===== config.mk =====
export PLATFORM = sky130hd
export DESIGN_NAME = stat_flag_unit
export DESIGN_NICKNAME = d
export VERILOG_FILES = /design/src/rtl/sfu_pkg.sv /design/src/rtl/sfu_operand_mask.sv /design/src/rtl/sfu_arith_core.sv /design/src/rtl/sfu_flag_eval.sv /design/src/rtl/sfu_flag_reg.sv /design/src/rtl/stat_flag_unit.sv
export SDC_FILE = /design/constraint.sdc
export NUM_CORES = 1
export LEC_CHECK = 0
export BUFFER_PORTS_ARGS = -buffer_cell sky130_fd_sc_hd__buf_2
export CORE_ASPECT_RATIO = 0.9
export CORE_MARGIN = 2
export CORE_UTILIZATION = 60
export CTS_CLUSTER_SIZE = 12
export DETAILED_ROUTE_END_ITERATION = 8
export PLACE_DENSITY = 0.8
export SETUP_SLACK_MARGIN = 0.05
export SLEW_MARGIN = 0
export SYNTH_ARGS = -nofsm -noshare
export SYNTH_HDL_FRONTEND = slang
export SYNTH_SLANG_ARGS = --single-unit
export TNS_END_PERCENT = 20

===== constraint.sdc =====
create_clock -name clk -period 6.51 [get_ports clk]
set_input_delay 0 -clock clk [delete_from_list [all_inputs] [get_ports clk]]
set_output_delay 0 -clock clk [all_outputs]
set_load 0.02 [all_outputs]

===== src/rtl/sfu_pkg.sv =====
package sfu_pkg;

  typedef enum logic [2:0] {
    OP_ADD = 3'd0,
    OP_ADC = 3'd1,
    OP_SUB = 3'd2,
    OP_SBB = 3'd3,
    OP_AND = 3'd4,
    OP_OR  = 3'd5,
    OP_XOR = 3'd6,
    OP_SPR = 3'd7
  } sfu_op_e;

  typedef enum logic [1:0] {
    SZ_BYTE = 2'd0,
    SZ_HALF = 2'd1,
    SZ_WORD = 2'd2,
    SZ_WALT = 2'd3
  } sfu_size_e;

  typedef struct packed {
    logic ovf;
    logic sgn;
    logic zro;
    logic nib;
    logic par;
    logic cry;
  } sfu_flags_t;

  // number of active byte lanes for a width code
  function automatic int lanes_for(input logic [1:0] sz);
    case (sz)
      2'd0:    return 1;
      2'd1:    return 2;
      default: return 4;
    endcase
  endfunction

  // index of the sign bit for a width code
  function automatic int top_bit(input logic [1:0] sz);
    return lanes_for(sz) * 8 - 1;
  endfunction

  // true when a byte holds an even count of ones
  function automatic logic even_ones(input logic [7:0] b);
    return ~(^b);
  endfunction

  function automatic logic op_is_arith(input sfu_op_e op);
    return (op == OP_ADD) || (op == OP_ADC) || (op == OP_SUB) || (op == OP_SBB);
  endfunction

  function automatic logic op_is_sub(input sfu_op_e op);
    return (op == OP_SUB) || (op == OP_SBB);
  endfunction

  function automatic logic op_uses_carry(input sfu_op_e op);
    return (op == OP_ADC) || (op == OP_SBB);
  endfunction

endpackage


===== src/rtl/sfu_operand_mask.sv =====
module sfu_operand_mask
  import sfu_pkg::*;
#(
  parameter int DATA_W = 32
) (
  input  logic [1:0]        size_sel,
  input  logic [DATA_W-1:0] raw,
  output logic [DATA_W-1:0] trimmed
);
  localparam int LANES = DATA_W / 8;

  logic [LANES-1:0] lane_en;

  for (genvar g = 0; g < LANES; g++) begin : g_lane
    assign lane_en[g] = (g < lanes_for(size_sel));
    assign trimmed[g*8 +: 8] = raw[g*8 +: 8] & {8{lane_en[g]}};
  end
endmodule


===== src/rtl/sfu_arith_core.sv =====
module sfu_arith_core
  import sfu_pkg::*;
#(
  parameter int DATA_W = 32
) (
  input  sfu_op_e           op,
  input  logic [DATA_W-1:0] a,
  input  logic [DATA_W-1:0] b,
  input  logic              carry_q,
  output logic [DATA_W:0]   wide,
  output logic              is_arith,
  output logic              is_sub
);
  logic              cin;
  logic [DATA_W:0]   a_x;
  logic [DATA_W:0]   b_x;
  logic [DATA_W:0]   c_x;

  always_comb begin
    is_arith = op_is_arith(op);
    is_sub   = op_is_sub(op);
    cin      = op_uses_carry(op) & carry_q;
    a_x      = {1'b0, a};
    b_x      = {1'b0, b};
    c_x      = {{DATA_W{1'b0}}, cin};
    case (op)
      OP_ADD, OP_ADC: wide = a_x + b_x + c_x;
      OP_SUB, OP_SBB: wide = a_x - b_x - c_x;
      OP_OR:          wide = a_x | b_x;
      OP_XOR:         wide = a_x ^ b_x;
      default:        wide = a_x & b_x;
    endcase
  end
endmodule


===== src/rtl/sfu_flag_eval.sv =====
module sfu_flag_eval
  import sfu_pkg::*;
#(
  parameter int DATA_W = 32
) (
  input  logic [1:0]        size_sel,
  input  logic [DATA_W-1:0] a,
  input  logic [DATA_W-1:0] b,
  input  logic [DATA_W:0]   wide,
  input  logic [DATA_W-1:0] res,
  input  logic              is_arith,
  input  logic              is_sub,
  output logic              carry_out,
  output logic              signed_ovf,
  output logic              nibble_cy,
  output sfu_flags_t        flags
);
  localparam int IDX_W = $clog2(DATA_W + 1);

  logic [IDX_W-1:0] msb;
  logic             a_top;
  logic             b_top;
  logic             r_top;

  always_comb begin
    msb        = IDX_W'(top_bit(size_sel));
    carry_out  = wide[msb + 1'b1];
    a_top      = a[msb];
    b_top      = b[msb];
    r_top      = res[msb];
    signed_ovf = is_sub ? ((a_top != b_top) && (r_top != a_top))
                        : ((a_top == b_top) && (r_top != a_top));
    nibble_cy  = a[4] ^ b[4] ^ res[4];

    flags.cry  = is_arith & carry_out;
    flags.ovf  = is_arith & signed_ovf;
    flags.nib  = is_arith & nibble_cy;
    flags.sgn  = r_top;
    flags.zro  = (res == '0);
    flags.par  = even_ones(res[7:0]);
  end
endmodule


===== src/rtl/sfu_flag_reg.sv =====
module sfu_flag_reg
  import sfu_pkg::*;
(
  input  logic       clk,
  input  logic       rst_n,
  input  logic       we,
  input  sfu_flags_t d,
  output sfu_flags_t q
);
  always_ff @(posedge clk or negedge rst_n) begin
    if (!rst_n)  q <= '0;
    else if (we) q <= d;
  end
endmodule


===== src/rtl/stat_flag_unit.sv =====
module stat_flag_unit
  import sfu_pkg::*;
#(
  parameter int DATA_W = 32
) (
  input  logic              clk,
  input  logic              rst_n,
  input  logic [DATA_W-1:0] op_a,
  input  logic [DATA_W-1:0] op_b,
  input  logic [2:0]        opcode,
  input  logic [1:0]        size_sel,
  input  logic              flag_we,
  output logic [DATA_W-1:0] result,
  output logic [5:0]        flags_now,
  output logic [5:0]        flags_q
);
  sfu_op_e           op_w;
  logic [DATA_W-1:0] a_trim;
  logic [DATA_W-1:0] b_trim;
  logic [DATA_W:0]   wide_w;
  logic [DATA_W-1:0] res_w;
  logic              arith_w;
  logic              sub_w;
  logic              carry_out_w;
  logic              signed_ovf_w;
  logic              nibble_cy_w;
  sfu_flags_t        flags_d;
  sfu_flags_t        flags_r;

  assign op_w = sfu_op_e'(opcode);

  sfu_operand_mask #(.DATA_W(DATA_W)) u_mask_a (
    .size_sel (size_sel),
    .raw      (op_a),
    .trimmed  (a_trim)
  );

  sfu_operand_mask #(.DATA_W(DATA_W)) u_mask_b (
    .size_sel (size_sel),
    .raw      (op_b),
    .trimmed  (b_trim)
  );

  sfu_arith_core #(.DATA_W(DATA_W)) u_core (
    .op       (op_w),
    .a        (a_trim),
    .b        (b_trim),
    .carry_q  (flags_r.cry),
    .wide     (wide_w),
    .is_arith (arith_w),
    .is_sub   (sub_w)
  );

  sfu_operand_mask #(.DATA_W(DATA_W)) u_mask_r (
    .size_sel (size_sel),
    .raw      (wide_w[DATA_W-1:0]),
    .trimmed  (res_w)
  );

  sfu_flag_eval #(.DATA_W(DATA_W)) u_eval (
    .size_sel   (size_sel),
    .a          (a_trim),
    .b          (b_trim),
    .wide       (wide_w),
    .res        (res_w),
    .is_arith   (arith_w),
    .is_sub     (sub_w),
    .carry_out  (carry_out_w),
    .signed_ovf (signed_ovf_w),
    .nibble_cy  (nibble_cy_w),
    .flags      (flags_d)
  );

  sfu_flag_reg u_reg (
    .clk   (clk),
    .rst_n (rst_n),
    .we    (flag_we),
    .d     (flags_d),
    .q     (flags_r)
  );

  assign result    = res_w;
  assign flags_now = flags_d;
  assign flags_q   = flags_r;
endmodule


==> flow_metrics.py, run 1 <==
metrics = {
    "sta": {
        "slew-limit-headroom_pct": 27.7,
        "fmax_mhz": 194,
        "rsz0062_at_grt": "false",
        "min_period_over_period_pct": 79.3,
        "tns_ns": 0,
        "skew_ns": 0.00202,
        "finalSetupViolations": 0,
        "worst_pin_slew_ns": 1.08,
        "hold_viol_final": 0,
        "slew_viol_final": 0,
        "holdWs_ns": 0.0877,
        "period_needed_ns": 5.16,
    },
    "setup_path": {
        "reg2reg_slack_ns": 1.96,
        "r2r-start": "u_reg.q[0]",
        "cp_max_fo": 24,
        "cp.required_ns": 6.51,
        "path_class": "in -> out",
        "crit_family": "simple AND/OR/NAND/NOR gates",
        "startpoint_type": "input pin",
        "crit_slowest_cell": "or4_1",
        "critPathArrivalTime_ns": 5.16,
        "end_kind": "primary output",
        "path_buf_inv": 5,
        "cpPeakStageDelay_ns": 0.63,
        "crit_path_cell_trace": "buf_2 -> nor2_1 -> buf_4 -> inv_1 -> ha_1 -> buf_4 -> nand2b_1 -> ha_1 -> ha_1 -> nand2_1 -> nor4_1 -> o2111ai_1 -> a31o_1 -> a21oi_1 -> o31ai_1 -> a221oi_1 -> o2111ai_1 -> or4_1 -> nor2_1 -> buf_2",
        "reg2reg_to": "u_reg.q[3]",
        "crit_cells": 20,
        "r2r_cells": 14,
        "cpMostUsedCell": "ha_1",
    },
    "status": {
        "status": "complete, no violations",
    },
    "logic_synthesis": {
        "syn-cell-area_um2": 7290,
        "async_flop_share_pct": 100,
        "syn-num-nets": 1319,
        "yosysWarningCount": 0,
        "yosysSeqAreaShare_pct": 2.06,
        "synth_edf_count": 0,
        "yosysUniqueCellTypes": 80,
        "synth-seq-cells": 6,
        "syn_inst": 1114,
        "ys.flop_type": "dfrtp_1",
        "synth_area_per_cell_um2": 6.55,
    },
    "floorplanning": {
        "dieHeight_um": 109,
        "start_util_pct": 61.1,
        "io_pins": 116,
        "placementRows": 38,
        "die-area_um2": 13100,
        "core_area_um2": 11900,
        "die_w_um": 120,
    },
    "worst_hold_path": {
        "hold_depth": 3,
        "hp-class": "in -> reg",
        "hold_end": "u_reg.q[3]",
        "hold_start": "flag_we",
    },
    "route": {
        "wl_met1_um": 10700,
        "routed_wl_um": 26000,
        "wl_met3_um": 3300,
        "vias": 8687,
        "highest_layer": "met4",
        "firstDrtPassIters": 6,
        "wl_per_cell_um": 19.3,
        "drt-initial-drc-count": 1096,
        "ant_nets": 0,
        "met2_length_um": 11100,
        "via_per_inst": 6.46,
        "post-route-drc-count": 0,
    },
    "final_layout": {
        "diodes": 0,
        "fin_area_um2": 8000,
        "nNetsFinal": 1391,
        "final_common_cell": "inv_1",
        "drive_gt1_share_pct": 12.9,
        "largest-register": "u_reg.q",
        "area_delta_synth_final_pct": 9.76,
        "largest_reg_flops": 6,
        "layout_common_cells": "inv_1 (132), ha_1 (129), buf_2 (115)",
        "largest_registers": "u_reg.q: 6 flops",
    },
    "cts": {
        "clkTransAtPathRegs_ns": 0.03,
        "h-tree-depth": 1,
        "tritoncts": "built",
        "clk_path_buf_depth": 2,
        "postCtsSetupRepairBufs": 0,
        "hold_buffers": 1,
        "clockRootBuffer": "clkbuf_16",
        "cts_resized": 0,
        "cts_num_sinks": 6,
        "insertion_delay_ns": 0.23,
        "cts_buffers": 3,
    },
    "global_routing": {
        "grt_max_degree": 48,
        "grt_pass1_vias": 7772,
        "grt_remaining_overflow": 0,
        "grt_util_all_layers_pct": 38.7,
        "antenna_found_initial": 0,
        "grt_pass1_wl_um": 40600,
    },
    "job": {
        "maxCapViolations": 0,
    },
    "placed_design": {
        "gp_congestion": 1.07,
        "dp_hpwl_um": 20300,
        "dpl_cell_area_um2": 7920,
        "port_buffers": 115,
    },
    "power": {
        "ir_drop_mv": 0.0940,
        "leakagePower_nw": 4.01,
        "power_density_nw_per_um2": 167,
    },
}
## cell usage after synthesis, types with 11 or more instances
| master | count | share of area, % |
|---|---|---|
| nor2_1 | 92 | 4.7 |
| nand4_1 | 22 | 1.9 |
| a31oi_1 | 11 | 0.94 |
| o22ai_1 | 12 | 1.0 |
| and3_1 | 11 | 0.94 |
| a211oi_1 | 15 | 1.5 |
| a21oi_1 | 100 | 6.9 |
| inv_1 | 132 | 6.8 |
| xor2_1 | 11 | 1.3 |
| o21ai_0 | 77 | 5.3 |
| o211ai_1 | 20 | 2.1 |
| xnor2_1 | 26 | 3.1 |
| nor3_1 | 20 | 1.4 |
| clkbuf_1 | 54 | 2.8 |
| ha_1 | 129 | 22 |
| nand3_1 | 22 | 1.5 |
| a21o_1 | 21 | 2.2 |
| nand2b_1 | 28 | 2.4 |
| nand2_1 | 111 | 5.7 |
## worst max path at each step
stage                         to   startpoint  slack (ns)
finish              flags_now[3]  size_sel[1]        1.35
detailed placement  flags_now[3]  size_sel[1]        1.49
global route        flags_now[3]  size_sel[1]        1.04
floorplan           flags_now[3]  size_sel[0]        1.41
CTS                 flags_now[3]  size_sel[1]        1.43
global placement    flags_now[3]  size_sel[1]        1.65
## per-layer routing
metal / global-route usage (%) / vias to the layer above
met5: 0 / -
met4: 13.5 / 0
met3: 6.86 / 80
met2: 60.1 / 568
met1: 53.7 / 3902
li1: - / 4137
## layout make-up
type                            instances  area, um^2
Sequential cell                         6         150
Clock buffer                            3        75.1
Timing Repair Buffer                  128         676
Inverter                              133         499
Fill cell                            1138        3930
Tap cell                              160         200
Multi-Input combinational cell        914        6400
## worst reg2reg max path: stages, from the launching register on
cell	delay (ns)
dfrtp_1	0.36
and3_1	0.23
fa_1	0.24
inv_1	0.07
fa_1	0.38
nand2b_1	0.20
a21oi_2	0.34
o21ai_2	0.23
a2bb2oi_1	0.60
xnor2_1	0.12
o221ai_1	0.20
o31a_1	0.29
or4b_1	0.46
or4_1	0.59
o2bb2ai_1	0.17
## logic make-up (layout without fill, tap and decap cells)
family          Yosys count  after routing  share of synthesized area [%]
simple gates            347            347                           22.7
fa+ha+maj               133            133                           23.2
flops                     6              6                           2.06
compound gates          379            379                           34.7
mux                      18             18                           2.76
buf+inv                 194            264                           10.1
xor+xnor                 37             37                           4.44
## power breakdown
group | switching [W] | internal (W)
logic | 0.000756 | 0.000429
registers | 0.00000399 | 0.0000458
clock network | 0.0000211 | 0.0000788
## metrics by stage
step	util, %	setup WS [ns]	total power, W	std cells
finish	67.1	1.35	0.00133	1344
global route	67.1	1.04	0.00144	1344
CTS	67.1	1.43	0.00130	1344
detailed placement	66.4	1.49	0.00119	1340
global placement	66.4	1.65	0.00119	1340
floorplan	-	1.41	0.000890	1114
Note: power is estimated with default switching activity, not from simulation.
==> run 2: changes to the inputs <==
CORE_UTILIZATION = 55   (was 60)
PLACE_DENSITY = 0.77   (was 0.8)
clock period = 4.15 ns   (was 6.51 ns; I/O delays follow)
==> run 2 against run 1 <==
Compared with the run above: the flow now finishes with violations (negative setup slack); first-iteration DRC count is 19% higher; count of clock-buffer cells in the layout stayed put; register-to-register slack got worse by 2.0 ns; wire length rose by 15%; via count grew 11%; sequential cell count unchanged; non-clock buffer count up 160; sequential power up 58%; clock skew up 0.0035 ns; cell count up 12%; cell area rose by 19%; highest routed layer unchanged; global-route usage up 1.7 points; largest cell class unchanged.
==> flow_metrics.py, run 2 (same netlist as run 1, synthesis figures left out) <==
metrics = {
    "setup_path": {
        "end_kind": "primary output",
        "critPathArrivalTime_ns": 4.42,
        "cp.required_ns": 4.15,
        "reg2reg_slack_ns": -0.05,
        "cp_max_fo": 2,
        "path_class": "reg -> out",
        "startpoint_type": "flip-flop",
    },
    "floorplanning": {
        "io_pins": 116,
        "die-area_um2": 14200,
        "core_area_um2": 12800,
        "start_util_pct": 56.8,
        "dieHeight_um": 113,
        "placementRows": 39,
        "die_w_um": 125,
    },
    "route": {
        "via_per_inst": 6.39,
        "post-route-drc-count": 0,
        "ant_nets": 0,
        "vias": 9634,
        "firstDrtPassIters": 6,
        "wl_per_cell_um": 19.8,
        "drt-initial-drc-count": 1307,
        "routed_wl_um": 29900,
    },
    "global_routing": {
        "grt_pass1_wl_um": 46600,
        "grt_pass1_vias": 8882,
        "grt_max_degree": 48,
        "antenna_found_initial": 0,
        "grt_remaining_overflow": 0,
        "grt_util_all_layers_pct": 40.4,
    },
    "sta": {
        "tns_ns": -0.344,
        "finalSetupViolations": 3,
        "layout_setup_ws_ns": -0.268,
        "slew-limit-headroom_pct": 44.1,
        "skew_ns": 0.00552,
        "fmax_mhz": 226,
        "hold_viol_final": 0,
        "min_period_over_period_pct": 106,
        "period_needed_ns": 4.42,
        "rsz0062_at_grt": "true",
        "slew_viol_final": 0,
        "worst_pin_slew_ns": 0.836,
    },
    "cts": {
        "tritoncts": "built",
        "clockRootBuffer": "clkbuf_16",
        "insertion_delay_ns": 0.23,
        "cts_num_sinks": 6,
        "clkTransAtPathRegs_ns": 0.04,
        "h-tree-depth": 1,
        "clk_path_buf_depth": 2,
        "cts_buffers": 3,
    },
    "power": {
        "leakagePower_nw": 4.83,
        "power_density_nw_per_um2": 269,
        "seqPwrFrac_pct": 3.1,
        "ir_drop_mv": 0.191,
        "power.switching_w": 0.00138,
        "pwr-share-comb_pct": 90.7,
        "power.internal_w": 0.00117,
        "p_clk_share_pct": 6.3,
        "p_sw_share_pct": 54.2,
    },
    "final_layout": {
        "nNetsFinal": 1551,
        "final_common_cell": "buf_4",
        "diodes": 0,
        "area_delta_synth_final_pct": 30.2,
        "drive_gt1_share_pct": 26.1,
        "layout_common_cells": "buf_4 (169), inv_1 (130), ha_1 (122)",
        "largest_reg_flops": 6,
        "largest_registers": "u_reg.q: 6 flops",
        "final_cell_count_no_fill": 1508,
        "largest-register": "u_reg.q",
    },
    "status": {
        "violations": "negative setup slack",
        "status": "complete, but fails checks",
    },
    "placed_design": {
        "dp.cells": 1500,
        "port_buffers": 115,
        "dp_hpwl_um": 23700,
        "gp_congestion": 1.11,
    },
    "worst_hold_path": {
        "hp-class": "in -> reg",
    },
    "job": {
        "maxCapViolations": 0,
    },
}
[run 2: cell types whose count changed in the layout (fill, tap and decap cells not counted), moves of 3 or more]
cell      before  now
nand2b_1      28   25
fa_2           0    4
a21oi_1      100   97
o21ai_1        5   10
o21ai_2        1    4
buf_4         12  169
ha_1         129  122
ha_4           0    5
o21ai_0       77   68
nand2b_4       0    3
fa_1           4    0
[run 2: routing by layer]
layer | GRT usage [%] | part of all wire, % | up-vias | wire length [um]
met1 | 55.3 | 41 | 4377 | 12200
met2 | 65.9 | 43 | 684 | 12900
met3 | 6.19 | 12 | 110 | 3650
met4 | 12.3 | 4.0 | 0 | 1200
li1 | - | - | 4463 | -
met5 | 0 | 0 | - | 0
[run 2: through the flow]
step	power (W)	setup slack, ns	hold WS [ns]	area, um^2	util [%]
2_1_floorplan	0.00144	-0.0292	-0.296	7470	-
3_3_place_gp	0.00222	-0.0469	-0.165	9240	72.0
3_5_place_dp	0.00226	-0.219	-0.156	9240	72.0
4_1_cts	0.00246	-0.187	0.0973	9460	73.7
5_1_grt	0.00271	-0.375	0.118	9490	74.0
6_report	0.00255	-0.268	0.107	9490	74.0
[run 2: path summary, 6_finish.rpt]
kind / endpoint / depth (start not counted) / from
min: u_reg.q[3] / 3 / flag_we
max in group asynchronous: u_reg.q[5] / 2 / rst_n
max: flags_now[3] / 19 / u_reg.q[0]
min reg2reg: u_reg.q[3] / 1 / u_reg.q[3]
max reg2reg: u_reg.q[3] / 18 / u_reg.q[0]
min in group asynchronous: u_reg.q[1] / 2 / rst_n
[run 2: area by class of cell]
type,instances,area (um^2)
clock buffer,3,75.1
fill,1093,3340
inverter,133,499
multi-input combinational,914,6650
sequential,6,150
tap,164,205
timing repair buffer,288,1910
[run 2: worst max-delay path, cell delays in order, from the launching register on]
cell       delay (ns)
dfrtp_1          0.38
and3_4           0.21
fa_2             0.20
inv_2            0.06
fa_2             0.35
o211ai_1         0.24
a21boi_1         0.14
nor2_1           0.15
xnor2_1          0.09
a21oi_2          0.18
o22ai_2          0.12
o21ai_2          0.11
ha_2             0.20
nand4_1          0.11
a211oi_2         0.23
nand4bb_1        0.15
or4b_1           0.52
or4_4            0.53
nor2_4           0.10
buf_6            0.12
[run 2: repair_timing]
action                     4_1_cts  5_1_grt
hold endpoints to repair         6        0
buffers inserted                 4        0
setup endpoints to repair        5        6
pin swaps                       24        7
hold buffers                     1        0
gates resized for setup         24       11
[run 2: power by group through the flow]
stage	registers, W	clock network, W	logic (W)
floorplan	0.0000924	0	0.00135
global placement	0.0000774	0	0.00214
detailed placement	0.0000787	0	0.00218
CTS	0.0000781	0.000159	0.00223
global route	0.0000803	0.000164	0.00247
finish	0.0000788	0.000160	0.00232
